$ cat src/rtl/xsu_pkg.sv
package xsu_pkg;
   localparam logic [2:0] EV_XLAT_MISS = 3'd0;
   localparam logic [2:0] EV_SRCH_HIT  = 3'd1;
   localparam logic [2:0] EV_SRCH_MISS = 3'd2;
   localparam logic [2:0] EV_READ      = 3'd3;
   localparam logic [2:0] EV_WRITE     = 3'd4;

   localparam logic ARR_SMALL = 1'b0;
   localparam logic ARR_LARGE = 1'b1;

   function automatic int width_of(input int n);
      return (n < 2) ? 1 : $clog2(n);
   endfunction
endpackage

$ cat src/rtl/xsu_pid_pick.sv
module xsu_pid_pick #(
   parameter int NPID  = 4,
   parameter int PID_W = 8,
   localparam int TSW  = xsu_pkg::width_of(NPID)
) (
   input  logic [NPID-1:0][PID_W-1:0] pids,
   input  logic [TSW-1:0]             sel,
   output logic [PID_W-1:0]           pid_o
);
   logic [NPID-1:0][PID_W-1:0] masked;

   for (genvar i = 0; i < NPID; i++) begin : g_pid
      assign masked[i] = (sel == TSW'(i)) ? pids[i] : '0;
   end

   always_comb begin
      pid_o = '0;
      for (int k = 0; k < NPID; k++) pid_o = pid_o | masked[k];
   end
endmodule

$ cat src/rtl/xsu_victim.sv
module xsu_victim #(
   parameter int VW = 1
) (
   input  logic          clk,
   input  logic          rst_n,
   input  logic          ld,
   input  logic [VW-1:0] ld_val,
   output logic [VW-1:0] vict
);
   always_ff @(posedge clk) begin
      if (!rst_n)  vict <= '0;
      else if (ld) vict <= ld_val;
   end
endmodule

$ cat src/rtl/xsu_next.sv
module xsu_next #(
   parameter int EPN_W   = 20,
   parameter int RPN_W   = 24,
   parameter int PID_W   = 8,
   parameter int SIZE_W  = 4,
   parameter int ATTR_W  = 5,
   parameter int UATTR_W = 2,
   parameter int PERM_W  = 10,
   parameter int ESEL_W  = 4,
   parameter int VW      = 1
) (
   input  logic               ev_valid,
   input  logic [2:0]         ev_kind,
   input  logic               ev_is_instr,
   input  logic [EPN_W-1:0]   ev_epn,
   input  logic               msr_is,
   input  logic               msr_ds,
   input  logic [PID_W-1:0]   dflt_pid,
   input  logic               dflt_arr_sel,
   input  logic [SIZE_W-1:0]  dflt_size,
   input  logic [ATTR_W-1:0]  dflt_attr,
   input  logic [UATTR_W-1:0] dflt_uattr,
   input  logic [PID_W-1:0]   srch_pid,
   input  logic               srch_as,
   input  logic               ent_valid,
   input  logic               ent_prot,
   input  logic [PID_W-1:0]   ent_tid,
   input  logic               ent_as,
   input  logic [SIZE_W-1:0]  ent_size,
   input  logic [EPN_W-1:0]   ent_epn,
   input  logic [ATTR_W-1:0]  ent_attr,
   input  logic [UATTR_W-1:0] ent_uattr,
   input  logic [RPN_W-1:0]   ent_rpn,
   input  logic [PERM_W-1:0]  ent_perm,
   input  logic               hit_arr,
   input  logic [ESEL_W-1:0]  hit_idx,
   input  logic [VW-1:0]      vict,
   input  logic               c_sel,
   input  logic [ESEL_W-1:0]  c_esel,
   input  logic [VW-1:0]      c_nv,
   input  logic               c_valid,
   input  logic               c_prot,
   input  logic [PID_W-1:0]   c_tid,
   input  logic               c_as,
   input  logic [SIZE_W-1:0]  c_size,
   input  logic [EPN_W-1:0]   c_epn,
   input  logic [ATTR_W-1:0]  c_attr,
   input  logic [UATTR_W-1:0] c_uattr,
   input  logic [RPN_W-1:0]   c_rpn,
   input  logic [PERM_W-1:0]  c_perm,
   output logic               n_sel,
   output logic [ESEL_W-1:0]  n_esel,
   output logic [VW-1:0]      n_nv,
   output logic               n_valid,
   output logic               n_prot,
   output logic [PID_W-1:0]   n_tid,
   output logic               n_as,
   output logic [SIZE_W-1:0]  n_size,
   output logic [EPN_W-1:0]   n_epn,
   output logic [ATTR_W-1:0]  n_attr,
   output logic [UATTR_W-1:0] n_uattr,
   output logic [RPN_W-1:0]   n_rpn,
   output logic [PERM_W-1:0]  n_perm
);
   import xsu_pkg::*;

   logic [ESEL_W-1:0] vict_ext;

   if (ESEL_W > VW) begin : g_ext_pad
      assign vict_ext = {{(ESEL_W-VW){1'b0}}, vict};
   end else begin : g_ext_same
      assign vict_ext = vict;
   end

   logic dflt_small;
   assign dflt_small = (dflt_arr_sel == ARR_SMALL);

   always_comb begin
      n_sel   = c_sel;
      n_esel  = c_esel;
      n_nv    = c_nv;
      n_valid = c_valid;
      n_prot  = c_prot;
      n_tid   = c_tid;
      n_as    = c_as;
      n_size  = c_size;
      n_epn   = c_epn;
      n_attr  = c_attr;
      n_uattr = c_uattr;
      n_rpn   = c_rpn;
      n_perm  = c_perm;
      if (ev_valid) begin
         case (ev_kind)
            EV_XLAT_MISS, EV_SRCH_MISS: begin
               n_sel   = dflt_arr_sel;
               n_esel  = dflt_small ? vict_ext : '0;
               n_nv    = dflt_small ? ~vict : '0;
               n_prot  = 1'b0;
               n_size  = dflt_size;
               n_attr  = dflt_attr;
               n_uattr = dflt_uattr;
               n_rpn   = '0;
               n_perm  = '0;
               if (ev_kind == EV_XLAT_MISS) begin
                  n_valid = 1'b1;
                  n_tid   = dflt_pid;
                  n_as    = ev_is_instr ? msr_is : msr_ds;
                  n_epn   = ev_epn;
               end else begin
                  n_valid = 1'b0;
                  n_tid   = srch_pid;
                  n_as    = srch_as;
               end
            end
            EV_SRCH_HIT, EV_READ: begin
               n_tid   = ent_tid;
               n_as    = ent_as;
               n_size  = ent_size;
               n_epn   = ent_epn;
               n_attr  = ent_attr;
               n_uattr = ent_uattr;
               n_rpn   = ent_rpn;
               n_perm  = ent_perm;
               if (ev_kind == EV_SRCH_HIT) begin
                  n_sel   = hit_arr;
                  n_esel  = hit_idx;
                  n_nv    = (hit_arr == ARR_SMALL) ? vict : '0;
                  n_valid = 1'b1;
                  n_prot  = (hit_arr == ARR_LARGE) ? ent_prot : 1'b0;
               end else begin
                  n_nv    = (c_sel == ARR_SMALL) ? vict : '0;
                  n_valid = ent_valid;
                  n_prot  = (c_sel == ARR_LARGE) ? ent_prot : 1'b0;
               end
            end
            default: ;
         endcase
      end
   end
endmodule

$ cat src/rtl/xlat_stage_upd.sv
module xlat_stage_upd #(
   parameter int EPN_W        = 20,
   parameter int RPN_W        = 24,
   parameter int PID_W        = 8,
   parameter int NPID         = 4,
   parameter int SIZE_W       = 4,
   parameter int ATTR_W       = 5,
   parameter int UATTR_W      = 2,
   parameter int PERM_W       = 10,
   parameter int SMALL_WAYS   = 2,
   parameter int LARGE_ENTRIES = 16,
   localparam int TSW    = xsu_pkg::width_of(NPID),
   localparam int VW     = xsu_pkg::width_of(SMALL_WAYS),
   localparam int LIW    = xsu_pkg::width_of(LARGE_ENTRIES),
   localparam int ESEL_W = (LIW > VW) ? LIW : VW
) (
   input  logic                        clk,
   input  logic                        rst_n,
   input  logic                        ev_valid,
   input  logic [2:0]                  ev_kind,
   input  logic                        ev_is_instr,
   input  logic [EPN_W-1:0]            ev_epn,
   input  logic                        msr_is,
   input  logic                        msr_ds,
   input  logic [NPID-1:0][PID_W-1:0]  pid_regs,
   input  logic                        dflt_arr_sel,
   input  logic [TSW-1:0]              dflt_tid_sel,
   input  logic [SIZE_W-1:0]           dflt_size,
   input  logic [ATTR_W-1:0]           dflt_attr,
   input  logic [UATTR_W-1:0]          dflt_uattr,
   input  logic [PID_W-1:0]            srch_pid,
   input  logic                        srch_as,
   input  logic                        ent_valid,
   input  logic                        ent_prot,
   input  logic [PID_W-1:0]            ent_tid,
   input  logic                        ent_as,
   input  logic [SIZE_W-1:0]           ent_size,
   input  logic [EPN_W-1:0]            ent_epn,
   input  logic [ATTR_W-1:0]           ent_attr,
   input  logic [UATTR_W-1:0]          ent_uattr,
   input  logic [RPN_W-1:0]            ent_rpn,
   input  logic [PERM_W-1:0]           ent_perm,
   input  logic                        hit_arr,
   input  logic [ESEL_W-1:0]           hit_idx,
   output logic                        o_arr_sel,
   output logic [ESEL_W-1:0]           o_esel,
   output logic [VW-1:0]               o_nv,
   output logic                        o_valid,
   output logic                        o_prot,
   output logic [PID_W-1:0]            o_tid,
   output logic                        o_as,
   output logic [SIZE_W-1:0]           o_size,
   output logic [EPN_W-1:0]            o_epn,
   output logic [ATTR_W-1:0]           o_attr,
   output logic [UATTR_W-1:0]          o_uattr,
   output logic [RPN_W-1:0]            o_rpn,
   output logic [PERM_W-1:0]           o_perm
);
   import xsu_pkg::*;

   initial begin
      assert (NPID >= 2) else $error("NPID must be at least 2");
      assert (SMALL_WAYS >= 2 && (SMALL_WAYS & (SMALL_WAYS - 1)) == 0)
         else $error("SMALL_WAYS must be a power of two, at least 2");
      assert (LARGE_ENTRIES >= 2) else $error("LARGE_ENTRIES must be at least 2");
      assert (EPN_W > 0 && RPN_W > 0 && PID_W > 0 && SIZE_W > 0 &&
              ATTR_W > 0 && UATTR_W > 0 && PERM_W > 0)
         else $error("field widths must be positive");
   end

   logic [PID_W-1:0]   dflt_pid;
   logic [VW-1:0]      vict;
   logic               vict_ld;
   logic               n_sel, n_valid, n_prot, n_as;
   logic [ESEL_W-1:0]  n_esel;
   logic [VW-1:0]      n_nv;
   logic [PID_W-1:0]   n_tid;
   logic [SIZE_W-1:0]  n_size;
   logic [EPN_W-1:0]   n_epn;
   logic [ATTR_W-1:0]  n_attr;
   logic [UATTR_W-1:0] n_uattr;
   logic [RPN_W-1:0]   n_rpn;
   logic [PERM_W-1:0]  n_perm;

   xsu_pid_pick #(.NPID(NPID), .PID_W(PID_W)) u_pick (
      .pids(pid_regs), .sel(dflt_tid_sel), .pid_o(dflt_pid)
   );

   assign vict_ld = ev_valid && (ev_kind == EV_WRITE) && (o_arr_sel == ARR_SMALL);

   xsu_victim #(.VW(VW)) u_vict (
      .clk(clk), .rst_n(rst_n), .ld(vict_ld), .ld_val(o_nv), .vict(vict)
   );

   xsu_next #(
      .EPN_W(EPN_W), .RPN_W(RPN_W), .PID_W(PID_W), .SIZE_W(SIZE_W),
      .ATTR_W(ATTR_W), .UATTR_W(UATTR_W), .PERM_W(PERM_W),
      .ESEL_W(ESEL_W), .VW(VW)
   ) u_next (
      .ev_valid(ev_valid), .ev_kind(ev_kind), .ev_is_instr(ev_is_instr),
      .ev_epn(ev_epn), .msr_is(msr_is), .msr_ds(msr_ds), .dflt_pid(dflt_pid),
      .dflt_arr_sel(dflt_arr_sel), .dflt_size(dflt_size), .dflt_attr(dflt_attr),
      .dflt_uattr(dflt_uattr), .srch_pid(srch_pid), .srch_as(srch_as),
      .ent_valid(ent_valid), .ent_prot(ent_prot), .ent_tid(ent_tid),
      .ent_as(ent_as), .ent_size(ent_size), .ent_epn(ent_epn),
      .ent_attr(ent_attr), .ent_uattr(ent_uattr), .ent_rpn(ent_rpn),
      .ent_perm(ent_perm), .hit_arr(hit_arr), .hit_idx(hit_idx), .vict(vict),
      .c_sel(o_arr_sel), .c_esel(o_esel), .c_nv(o_nv), .c_valid(o_valid),
      .c_prot(o_prot), .c_tid(o_tid), .c_as(o_as), .c_size(o_size),
      .c_epn(o_epn), .c_attr(o_attr), .c_uattr(o_uattr), .c_rpn(o_rpn),
      .c_perm(o_perm),
      .n_sel(n_sel), .n_esel(n_esel), .n_nv(n_nv), .n_valid(n_valid),
      .n_prot(n_prot), .n_tid(n_tid), .n_as(n_as), .n_size(n_size),
      .n_epn(n_epn), .n_attr(n_attr), .n_uattr(n_uattr), .n_rpn(n_rpn),
      .n_perm(n_perm)
   );

   always_ff @(posedge clk) begin
      if (!rst_n) begin
         o_arr_sel <= 1'b0;
         o_esel    <= '0;
         o_nv      <= '0;
         o_valid   <= 1'b0;
         o_prot    <= 1'b0;
         o_tid     <= '0;
         o_as      <= 1'b0;
         o_size    <= '0;
         o_epn     <= '0;
         o_attr    <= '0;
         o_uattr   <= '0;
         o_rpn     <= '0;
         o_perm    <= '0;
      end else begin
         o_arr_sel <= n_sel;
         o_esel    <= n_esel;
         o_nv      <= n_nv;
         o_valid   <= n_valid;
         o_prot    <= n_prot;
         o_tid     <= n_tid;
         o_as      <= n_as;
         o_size    <= n_size;
         o_epn     <= n_epn;
         o_attr    <= n_attr;
         o_uattr   <= n_uattr;
         o_rpn     <= n_rpn;
         o_perm    <= n_perm;
      end
   end

   // Held state: idle cycles and unused codes touch nothing
   assert_idle_hold_R2: assert property (@(posedge clk) disable iff (!rst_n)
      (!ev_valid || ev_kind > EV_WRITE) |=>
         $stable(o_epn) && $stable(o_rpn) && $stable(o_tid) && $stable(o_esel) &&
         $stable(o_nv) && $stable(o_valid) && $stable(o_arr_sel));

   assert_write_hold_R13: assert property (@(posedge clk) disable iff (!rst_n)
      (ev_valid && ev_kind == EV_WRITE) |=>
         $stable(o_epn) && $stable(o_rpn) && $stable(o_perm) && $stable(o_tid) &&
         $stable(o_esel) && $stable(o_nv) && $stable(o_valid) && $stable(o_prot));

   assert_miss_valid_R6: assert property (@(posedge clk) disable iff (!rst_n)
      (ev_valid && ev_kind == EV_XLAT_MISS) |=> o_valid && !o_prot);

   assert_smiss_clear_R6: assert property (@(posedge clk) disable iff (!rst_n)
      (ev_valid && ev_kind == EV_SRCH_MISS) |=> !o_valid && !o_prot);

   assert_miss_zero_R11: assert property (@(posedge clk) disable iff (!rst_n)
      (ev_valid && (ev_kind == EV_XLAT_MISS || ev_kind == EV_SRCH_MISS)) |=>
         (o_rpn == '0) && (o_perm == '0));

   assert_hit_index_R5: assert property (@(posedge clk) disable iff (!rst_n)
      (ev_valid && ev_kind == EV_SRCH_HIT) |=> o_esel == $past(hit_idx));

   assert_small_noprot_R7: assert property (@(posedge clk) disable iff (!rst_n)
      (ev_valid && ev_kind == EV_SRCH_HIT && hit_arr == ARR_SMALL) |=> !o_prot);

   assert_large_dflt_R4: assert property (@(posedge clk) disable iff (!rst_n)
      (ev_valid && (ev_kind == EV_XLAT_MISS || ev_kind == EV_SRCH_MISS) &&
       dflt_arr_sel == ARR_LARGE) |=> (o_esel == '0) && (o_nv == '0) && o_arr_sel);

   assert_miss_epn_R12: assert property (@(posedge clk) disable iff (!rst_n)
      (ev_valid && ev_kind == EV_XLAT_MISS) |=> o_epn == $past(ev_epn));
endmodule

$ cat config.mk
export PLATFORM = sky130hd
export DESIGN_NAME = xlat_stage_upd
export DESIGN_NICKNAME = d
export VERILOG_FILES = /design/src/rtl/xsu_pkg.sv /design/src/rtl/xsu_pid_pick.sv /design/src/rtl/xsu_victim.sv /design/src/rtl/xsu_next.sv /design/src/rtl/xlat_stage_upd.sv
export SDC_FILE = /design/constraint.sdc
export NUM_CORES = 1
export LEC_CHECK = 0
export ABC_AREA = 1
export BUFFER_PORTS_ARGS = -buffer_cell sky130_fd_sc_hd__clkbuf_2
export CAP_MARGIN = 10
export CORE_MARGIN = 2
export CORE_UTILIZATION = 41
export CTS_CLUSTER_SIZE = 20
export DETAILED_ROUTE_END_ITERATION = 8
export HOLD_SLACK_MARGIN = 0.05
export PLACE_DENSITY = 0.79
export SLEW_MARGIN = 20
export SYNTH_ARGS = -nofsm -noshare
export SYNTH_HDL_FRONTEND = slang
export SYNTH_HIERARCHICAL = 1
export SYNTH_SLANG_ARGS = --single-unit
export TNS_END_PERCENT = 100
$ cat constraint.sdc
create_clock -name clk -period 1.2 [get_ports clk]
set_clock_uncertainty 0.1 [all_clocks]
set_input_delay 0 -clock clk [delete_from_list [all_inputs] [get_ports clk]]
set_output_delay 0 -clock clk [all_outputs]
set_load 0.1 [all_outputs]
==> impl_metrics.ini <==
[status]
run_status = complete, no violations

[logic_synthesis]
yosys_register_bits = 83
yosysSeqAreaShare_pct = 36.6
synth.distinct_cells = 25
synthMuxAreaShare_pct = 0
synth_cells = 692
yosys.area_share.simple_pct = 35.7
synth_area_per_cell_um2 = 6.55
syn_nets = 857
synth_top_family_by_area = simple AND/OR/NAND/NOR gates
synth-xor-area-share_pct = 0
yosysWarnings = 6
synthAdderAreaFrac_pct = 0
syn_area_mm2 = 0.00453
synth_compound_area_share_pct = 9.93

[place]
dp_slack_ps = -186
portBuffers = 246
placed_cells = 1064
place_area_mm2 = 0.00644
gp_congestion = 0.861
dpl.hpwl_mm = 9.97

[clock_network]
cts_buffers = 9
clockRootBuffer = clkbuf_8
ctsHtreeMaxLevel = 3
clockBufferDepth = 2
cts_tree = built
insertion_delay_ps = 350
clock_sinks = 83
cts.clk_slew.worst_paths_ps = 100

[setup_path]
required_ps = 1100
start_kind = flop
cp.arrival_ps = 1020
crit_family = flip-flops
worst_r2r_path_depth = 7
crit_fanout = 3
path_cells = buf_4, buf_12
reg2reg_to = u_vict/vict
path_class = flop to primary output
startpoint = o_arr_sel
slowest_delay_ps = 360
critPathSlowestCell = dfxtp_4
end_kind = primary output
path_buf_inv = 2
rr_startpoint = o_arr_sel
r2r_slack_ps = 90

[global_routing]
grt_use_total_pct = 29.1
top_usage_layer = met2
grt_util_met1_pct = 29.7
overflow = 0
first_global_vias = 5743
grtUsageMet3_pct = 5.62
grt_pass1_wl_mm = 27.0
grt_max_degree = 43
met2_usage_pct = 54.5
antenna_found_initial = 1

[timing]
finalMaxSlewViolations = 0
finalHoldViolations = 0
fin_crit_ps = 1120
fin_crit_sh_pct = 93.6
maxSlewHeadroom_pct = 77.4
hold_slack_ps = 89.6
setup_violations = 0
rsz0062_at_grt = false
layout_setup_ws_ps = 76.2
tightestPinTransition_ps = 339
fmax_ghz = 0.890

[routing]
drtIter0Drc = 396
routed_via_density = 4.85
wire_per_inst_um = 14.8
vias = 5860
drc = 0
drt-total-wl_mm = 17.8
first_pass_iters = 6
ant_nets = 0

[min_path]
min_from = ev_kind[0]
whs_path_depth = 6
min_to = o_tid[6]
hold_path.class = input port to flop

[die]
die_area_mm2 = 0.0119
core_mm2 = 0.0108
initial_core_util_pct = 42.0
rows = 38
dieWidth_um = 109
ioPinCount = 247
die_height_um = 109

[cells_and_area]
final_cell_area_mm2 = 0.00794
fillers = 760
final_cells = 1208
final_net_count = 1226
area_delta_synth_final_pct = 75.1
drive_gt1_share_pct = 36.7

[run]
max_cap_viol_count = 0

[pwr]
power.density_mw_per_mm2 = 986
vdd.ir_drop.worst_uv = 563
p_leak_nw = 4.57
[state kept, by name, indices dropped and copies added (netlist names)]
| signal | cells |
|---|---|
| o_perm | 10 |
| o_arr_sel | 1 |
| o_size | 4 |
| o_prot | 1 |
| o_uattr | 2 |
| o_tid | 8 |
| o_as | 1 |
| o_esel | 4 |
| o_rpn | 24 |
| o_valid | 1 |
| o_attr | 5 |
| u_vict/vict | 1 |
| o_epn | 20 |
| o_nv | 1 |
[routing by layer]
| layer | vias to the layer above | part of all wire, % |
|---|---|---|
| met5 | - | 0 |
| met4 | 0 | 5.5 |
| met3 | 83 | 7.1 |
| met2 | 325 | 51 |
| met1 | 2598 | 36 |
| li1 | 2854 | - |
[cell usage in the layout, fill, tap and decap left out, types with 4 or more instances in the layout]
cell / Yosys / routed
a21oi_1: 7 / 7
a22o_1: 34 / 34
buf_12: 0 / 29
buf_4: 3 / 81
clkbuf_2: 0 / 164
clkbuf_8: 8 / 9
dfxtp_2: 0 / 81
dlygate4sd3_1: 0 / 125
inv_1: 107 / 107
inv_2: 5 / 5
nand2_1: 304 / 304
nand3_1: 67 / 67
nor2_1: 11 / 10
o211ai_1: 8 / 8
o21ai_0: 4 / 4
or2_2: 7 / 7
[worst max-delay path by stage]
stage / end / depth (start not counted)
2_1_floorplan: o_nv / 9
3_3_place_gp: o_tid[2] / 11
3_5_place_dp: o_tid[6] / 11
4_1_cts: o_epn[8] / 1
5_1_grt: o_nv / 9
6_report: o_arr_sel / 2
[final cells by class]
cell class / instances / area [µm²] / share of cell area [%]
clock inverters: 7 / 106 / 1.34
repair buffers: 399 / 3260 / 41.1
inverters: 112 / 420 / 5.30
clock buffers: 9 / 124 / 1.56
well taps: 140 / 175 / 2.21
diodes: 2 / 5.00 / 0.0630
multi-input cells: 456 / 2080 / 26.2
flip-flops and latches: 83 / 1770 / 22.3
[cell families after synthesis]
logic type / count (synthesis)
and+or+nand+nor: 397
AOI/OAI and AO/OA: 59
buffers and inverters: 153
DFF: 83
[metrics by stage]
stage,utilization [%],setup TNS [ps],total power [mW]
after floorplan,-,0,4.43
after global placement,59.7,-988,5.10
after detailed placement,59.7,-1240,5.12
after CTS,73.4,0,7.80
after global routing,73.5,0,8.16
final,73.6,0,7.83
[report_power, final]
group | leakage, nW | switching (mW) | internal (mW)
Clock | 0.117 | 1.16 | 1.21
Sequential | 0.714 | 0.0948 | 2.88
Combinational | 3.74 | 1.50 | 0.975
Total | 4.57 | 2.75 | 5.07
[what timing repair did]
| action | in CTS | in global routing |
|---|---|---|
| hold endpoints to repair | 83 | 0 |
| hold buffers | 125 | 0 |
| gates resized for setup | 0 | 1 |
| buffers inserted | 0 | 1 |
| setup endpoints to repair | 0 | 1 |
[cell usage after synthesis, drive strengths merged]
master | n | share of area [%]
clkbuf | 11 | 2.7
o21a | 1 | 0.17
o21ai | 7 | 0.77
a22o | 34 | 6.6
o211ai | 8 | 1.3
dfxtp | 83 | 37
a21oi | 7 | 0.77
nand4 | 1 | 0.14
nand3 | 67 | 7.4
inv | 112 | 9.3
or2 | 7 | 0.97
nand2 | 305 | 25
nand3b | 2 | 0.33
nor2 | 15 | 1.6
a22oi | 2 | 0.33
buf | 30 | 5.8
[worst register-to-register path, delay by kind of cell, from the launching register on]
family        cells  cell delay (ps)
flops             1              360
simple gates      5              360
buf+inv           2              200
(Power assumes the default switching activity.)
